==> src/rtl/scan_path_pkg.sv <==
package scan_path_pkg;
  localparam int unsigned CHAIN_LEN = 2;

  typedef enum logic [1:0] {
    ST_S0 = 2'b00,
    ST_S1 = 2'b10,
    ST_S2 = 2'b01,
    ST_S3 = 2'b11
  } demo_state_e;
endpackage

==> src/rtl/sp_rst_sync.sv <==
module sp_rst_sync #(
  parameter int unsigned STAGES = 2
) (
  input  logic clk,
  input  logic rst_n,
  output logic rst_core_n
);
  logic [STAGES-1:0] sync_q;
  logic [STAGES-1:0] sync_d;

  always_comb begin
    sync_d = {sync_q[STAGES-2:0], 1'b1};
  end

  always_ff @(posedge clk or negedge rst_n) begin
    if (!rst_n) sync_q <= '0;
    else        sync_q <= sync_d;
  end

  assign rst_core_n = sync_q[STAGES-1];
endmodule

==> src/rtl/sp_cell.sv <==
module sp_cell (
  input  logic clk,
  input  logic rst_n,
  input  logic cap_f,
  input  logic cap_s,
  input  logic d_f,
  input  logic d_s,
  output logic q
);
  logic q_nxt;
  logic q_en;

  // scan capture dominates functional capture
  always_comb begin
    q_en  = cap_s | cap_f;
    q_nxt = cap_s ? d_s : d_f;
  end

  always_ff @(posedge clk or negedge rst_n) begin
    if (!rst_n)    q <= 1'b0;
    else if (q_en) q <= q_nxt;
  end
endmodule

==> src/rtl/sp_chain.sv <==
module sp_chain #(
  parameter int unsigned LEN = 2
) (
  input  logic           clk,
  input  logic           rst_n,
  input  logic           cap_f,
  input  logic           cap_s,
  input  logic           ser_in,
  input  logic [LEN-1:0] func_d,
  output logic [LEN-1:0] q
);
  logic [LEN-1:0] link_d;

  assign link_d[0] = ser_in;

  for (genvar i = 0; i < LEN; i++) begin : g_cell
    if (i > 0) begin : g_link
      assign link_d[i] = q[i-1];
    end
    sp_cell u_cell (
      .clk  (clk),
      .rst_n(rst_n),
      .cap_f(cap_f),
      .cap_s(cap_s),
      .d_f  (func_d[i]),
      .d_s  (link_d[i]),
      .q    (q[i])
    );
  end
endmodule

==> src/rtl/sp_demo_logic.sv <==
module sp_demo_logic
  import scan_path_pkg::*;
(
  input  logic q1,
  input  logic q2,
  input  logic x,
  output logic n1,
  output logic n2,
  output logic z
);
  demo_state_e cur;
  demo_state_e nxt;

  always_comb begin
    cur = demo_state_e'({q1, q2});
    unique case (cur)
      ST_S0:   nxt = x ? ST_S1 : ST_S0;
      ST_S1:   nxt = x ? ST_S2 : ST_S0;
      ST_S2:   nxt = x ? ST_S2 : ST_S3;
      default: nxt = x ? ST_S3 : ST_S1;
    endcase
    n1 = nxt[1];
    n2 = nxt[0];
    z  = (cur == ST_S3) | ((cur == ST_S2) & x);
  end
endmodule

==> src/rtl/scan_path_reg.sv <==
module scan_path_reg
  import scan_path_pkg::*;
#(
  parameter int unsigned SYNC_STAGES = 2
) (
  input  logic clk,
  input  logic rst_n,
  input  logic cap_func,
  input  logic cap_scan,
  input  logic scan_in,
  input  logic x_in,
  output logic z_out,
  output logic scan_out
);
  localparam int unsigned LEN = CHAIN_LEN;

  logic           rst_core_n;
  logic [LEN-1:0] chain_q;
  logic [LEN-1:0] func_d;
  logic           n1;
  logic           n2;

  sp_rst_sync #(.STAGES(SYNC_STAGES)) u_rst (
    .clk       (clk),
    .rst_n     (rst_n),
    .rst_core_n(rst_core_n)
  );

  // chain position 0 is Q1, position 1 is Q2
  sp_demo_logic u_logic (
    .q1(chain_q[0]),
    .q2(chain_q[1]),
    .x (x_in),
    .n1(n1),
    .n2(n2),
    .z (z_out)
  );

  assign func_d = {n2, n1};

  sp_chain #(.LEN(LEN)) u_chain (
    .clk   (clk),
    .rst_n (rst_core_n),
    .cap_f (cap_func),
    .cap_s (cap_scan),
    .ser_in(scan_in),
    .func_d(func_d),
    .q     (chain_q)
  );

  assign scan_out = chain_q[LEN-1];
endmodule

==> config.mk <==
export PLATFORM = sky130hd
export DESIGN_NAME = scan_path_reg
export DESIGN_NICKNAME = d
export VERILOG_FILES = /design/src/rtl/scan_path_pkg.sv /design/src/rtl/sp_rst_sync.sv /design/src/rtl/sp_cell.sv /design/src/rtl/sp_chain.sv /design/src/rtl/sp_demo_logic.sv /design/src/rtl/scan_path_reg.sv
export SDC_FILE = /design/constraint.sdc
export NUM_CORES = 1
export LEC_CHECK = 0
export BUFFER_PORTS_ARGS = -buffer_cell sky130_fd_sc_hd__buf_4
export CAP_MARGIN = 5
export CORE_AREA = 2 2 39 41
export CTS_BUF_LIST = sky130_fd_sc_hd__clkbuf_4
export DETAILED_ROUTE_END_ITERATION = 8
export DIE_AREA = 0 0 41 43
export GPL_TIMING_DRIVEN = 0
export PLACE_DENSITY = 0.34
export SYNTH_ARGS = -nofsm -noshare
export SYNTH_HDL_FRONTEND = slang
export SYNTH_SLANG_ARGS = --single-unit
export TNS_END_PERCENT = 5
==> constraint.sdc <==
create_clock -name clk -period 1.09 [get_ports clk]
set_input_delay 0.0545 -clock clk [delete_from_list [all_inputs] [get_ports clk]]
set_output_delay 0.0545 -clock clk [all_outputs]
set_load 0.005 [all_outputs]
[After elaboration in Yosys (flattened, before gate mapping)]
Index checks and enable logic that the tools add are counted.
Word-level totals
  logic and storage cells: 17
  input bits: 6
  bits in registers: 4
  output and inout port bits: 2
Cells by class
  equal/unequal tests: 3
  bitwise operators: 3
  multiplexer cells: 7
  reduce and logical (&&, ||, !) cells: 1
Operators by type and width (count)
  one-hot mux 2 bit (3 select lines): 1
  == test 2 bit (second input constant): 2
  two-way mux 1 bit: 4
  two-way mux 2 bit: 2
  == test 2 x 1 -> 1 bit (second input constant): 1
  logical NOT 2 bit: 1
  OR 1 bit: 2
  bitwise AND 1 bit: 1

[Logic depth before layout (Yosys ltp)]
  depth after elaboration: 3
  mapped depth: 3
  mapped depth without buffers: 3

[By module]
Synthesis repeated with hierarchy kept, for this count alone.
Unflattened totals
  cell total of the unflattened synthesis: 15
  area, all modules: 186.4 um2
Modules (own cells, without submodules)
  sp_cell: cells each 4, times used 2, seq. area each 25.0 um2, area an instance 43.8 um2
  sp_rst_sync: cells each 3, times used 1, seq. area each 50.0 um2, area an instance 53.8 um2
  sp_demo_logic: cells each 4, times used 1, seq. area each 0.0 um2, area an instance 45.0 um2

[Least setup slack after synthesis]
Ideal clock, no wire load.
  kind: reg2reg
  start point: register u_chain.g_cell[0].u_cell.q
  end point: register u_chain.g_cell[0].u_cell.q
  cell stages (with the launch flop): 4
  required time: 0.968 ns
  setup time: 0.122 ns
  path buffers: 0
  arrival time: 0.804 ns
  path slack: 0.164 ns
  clock period less this slack: 0.926 ns
  cells stage by stage: dfrtp_1 or2_1 a21oi_1 o31ai_2
On the way
  cells in the longest elaborated chain, start to end: 3
  elaborated cells between the ends (all ways): 5
  classes of those cells: 2 x eq/ne; 2 x mux; 1 x reduce/logical
Ends and longest elaborated chain
  start, declared: line sp_cell.sv:8  | output logic q
  start signal, assigned: line sp_cell.sv:21  | else if (q_en) q <= q_nxt;
  == test 2 x 1 -> 1 bit, or another cell as far along: line sp_demo_logic.sv:16  | unique case (cur)
  one-hot mux 2 bit (3 select lines) (*): line sp_demo_logic.sv:16
  two-way mux 1 bit (*): line sp_cell.sv:16  | q_nxt = cap_s ? d_s : d_f;
Mark *: on every way between the ends. The rest lies on a longest branch, timed or not.
A chain may end at the register's enable or synchronous reset.

[Worst setup path in the final report]
  start point: register u_chain.g_cell[0].u_cell.q
  end point: output port z_out
On the way
  cells in the longest elaborated chain, start to end: 3
  elaborated cells between the ends (all ways): 4
  classes of those cells: 2 x eq/ne; 2 x bitwise
Ends and longest elaborated chain
  == test 2 x 1 -> 1 bit: line sp_demo_logic.sv:24  | z = (cur == ST_S3) | ((cur == ST_S2) & x);
  bitwise AND 1 bit: line sp_demo_logic.sv:24
  OR 1 bit (*): line sp_demo_logic.sv:24
  end, declared: line scan_path_reg.sv:12  | output logic z_out,
Marks and branches as above.

==> impl_metrics.yaml <==
run_status:
  status: "finished, violations left"
  failed_checks: "negative setup slack"
worst_setup_path:
  cp.arrival_ps: 1100
  crit_path_start: "u_chain.g_cell[0].u_cell.q"
  crit_path_max_incr_delay_ps: 370
  startpoint_type: "register"
  critPathMaxFanout: 2
  end_kind: "primary output"
  r2r-start: "u_chain.g_cell[0].u_cell.q"
  r2r_slack_ps: 30
  r2r_cells: 4
  slowest_stage: "dfrtp_1"
  worstPathCellList: "or2_1 > and2_4 > buf_6"
  critPathKind: "register to primary output"
  reg2reg_to: "u_chain.g_cell[0].u_cell.q"
  worstPathRequired_ps: 1040
synth:
  synth_top_family_by_area: "compound AO/OA/AOI/OAI gates"
  yosys.area_share.adder_pct: 0
  syn_inst: 17
  yosysSeqAreaShare_pct: 58.0
  yosys_register_bits: 4
  syn_nets: 23
  synthDistinctLibCells: 10
  synthTopCellsByArea: "dfrtp_1, a21oi_1, o31ai_2"
  synthSimpleGateAreaFrac_pct: 18.8
  syn_area_per_cell_sq_um: 10.2
  yosysWarnings: 0
  synth_area_sq_um: 173
  synth.top_cell.area_share_pct: 58.0
  synth_mux_area_share_pct: 0
  post_synth_xor_area_fraction_pct: 0
  synth_top_area_cell: "dfrtp_1"
  synth-compound-area-share_pct: 18.8
clock_tree:
  cts_buffers: 3
  clock_latency_ps: 230
  htreeDepth: 1
  cts_tree: "built"
  cts-root-buf: "clkbuf_4"
  clkSinkCount: 4
  cts_max_path_buffers: 2
  clkTransAtPathRegs_ps: 40
final_layout:
  fillCellCount: 162
  layout.cells.non_filler: 46
  regArea_sq_um: 100
  multi_input_comb_area_sq_um: 73.8
  utilization_pct: 21.8
  final_common_cell: "buf_4"
  area_delta_synth_final_pct: 74.6
  final_layout_size_suffix_gt1_share_pct: 50.0
  final_cell_mix: "buf_4, dfrtp_1, nand2_1, clkbuf_4, a21oi_1"
  antenna_cells: 0
  nets: 38
floorplan:
  rows: 14
  die_area_sq_um: 1760
  die_y_microns: 43
  coreArea_sq_um: 1380
  ios: 8
  die_width_microns: 41
  start_util_pct: 12.5
route:
  wire_per_inst_microns: 8.83
  drc: 0
  totalWireLength_microns: 406
  drtPass1Iterations: 1
  via_count: 167
  ant_nets: 0
  drtIter0Drc: 0
  via_per_inst: 3.63
timing:
  setup_viol: 1
  tns_ps: -59.9
  hold_viol: 0
  max_freq_mhz: 870
  post-route-min-period_ps: 1150
  fin_crit_sh_pct: 105
  fin_worst_skew_ps: 4.62
  worst_slack_ps: -59.9
  rsz0062_at_grt: "true"
  slew_viol_final: 0
run:
  maxCapViolCount: 0
global_route:
  grtUsageTotal_pct: 6.35
  grt_pass1_wl_microns: 696
  grt_max_degree: 6
  overflow: 0
  antenna_found_initial: 0
  grt_pass1_vias: 214
pwr:
  leakage_nw: 0.142
  p_per_area_nw_per_um2: 1520
  peakVddDrop_mv: 0.553
  totalPowerFinal_mw: 0.457
placement:
  gp_congestion: 0.514
  dp_cells: 40
  port_buffers: 7
hold_path:
  hold_class: "register to async pin"
[cells in the mapped netlist]
| cell type | n |
|---|---|
| or2_1 | 1 |
| and2_2 | 1 |
| inv_1 | 1 |
| dfrtp_1 | 4 |
| o31ai_2 | 1 |
| nand2_1 | 3 |
| o21ai_0 | 1 |
| nand3b_1 | 1 |
| a21oi_1 | 3 |
| conb_1 | 1 |
[metrics by stage]
stage	setup WS (ps)	cell area (sq um)	hold slack, ps
floorplan	164	173	-241
global placement	130	245	-163
detailed placement	109	245	-161
CTS	-83.3	302	20.4
global route	-114	302	23.0
finish	-59.9	302	15.5
[report_power, final]
part | total (mW) | leakage (nW) | internal [mW] | switching [mW]
clock | 0.179 | 0.0138 | 0.123 | 0.0565
sequential | 0.178 | 0.0476 | 0.164 | 0.0139
combinational | 0.0998 | 0.0804 | 0.0625 | 0.0373
[logic make-up after synthesis]
| family | after synthesis |
|---|---|
| flops | 4 |
| other cells | 1 |
| simple gates | 6 |
| buf+inv | 1 |
| compound gates | 5 |
[critical path, delay by kind of cell, from the launching register on]
family / cells / cell delay (ps)
buf+inv: 1 / 100
simple gates: 2 / 390
flops: 1 / 370
[routing by layer]
metal	vias up	share of wire (%)	track usage (%)
li1	81	-	-
met1	76	37	4.89
met2	10	49	10.3
met3	0	14	4.71
met4	0	0	4.00
met5	-	0	0
[what timing repair did]
action | 4_1_cts | 5_1_grt
pin swaps | 1 | 1
endpoints found under the setup margin | 1 | 2
gates resized for setup | 3 | 0
buffers inserted | 2 | 0
endpoints found under the hold margin | 2 | 0
hold buffers | 1 | 0
[area by class of cell]
cell class / instances / share of cell area (%)
Tap cell: 16 / 6.64
Inverter: 1 / 1.24
Clock buffer: 3 / 7.47
Multi-Input combinational cell: 12 / 24.5
Sequential cell: 4 / 33.2
Timing Repair Buffer: 10 / 27.0
[how the worst max path moves through the flow]
| stage | endpoint | slack (ps) |
|---|---|---|
| after floorplan | u_chain.g_cell[0].u_cell.q | 160 |
| after detailed placement | u_chain.g_cell[0].u_cell.q | 110 |
| after global routing | z_out | -110 |
| after CTS | z_out | -80 |
| after global placement | z_out | 130 |
| final | z_out | -60 |
(Power assumes the default switching activity.)
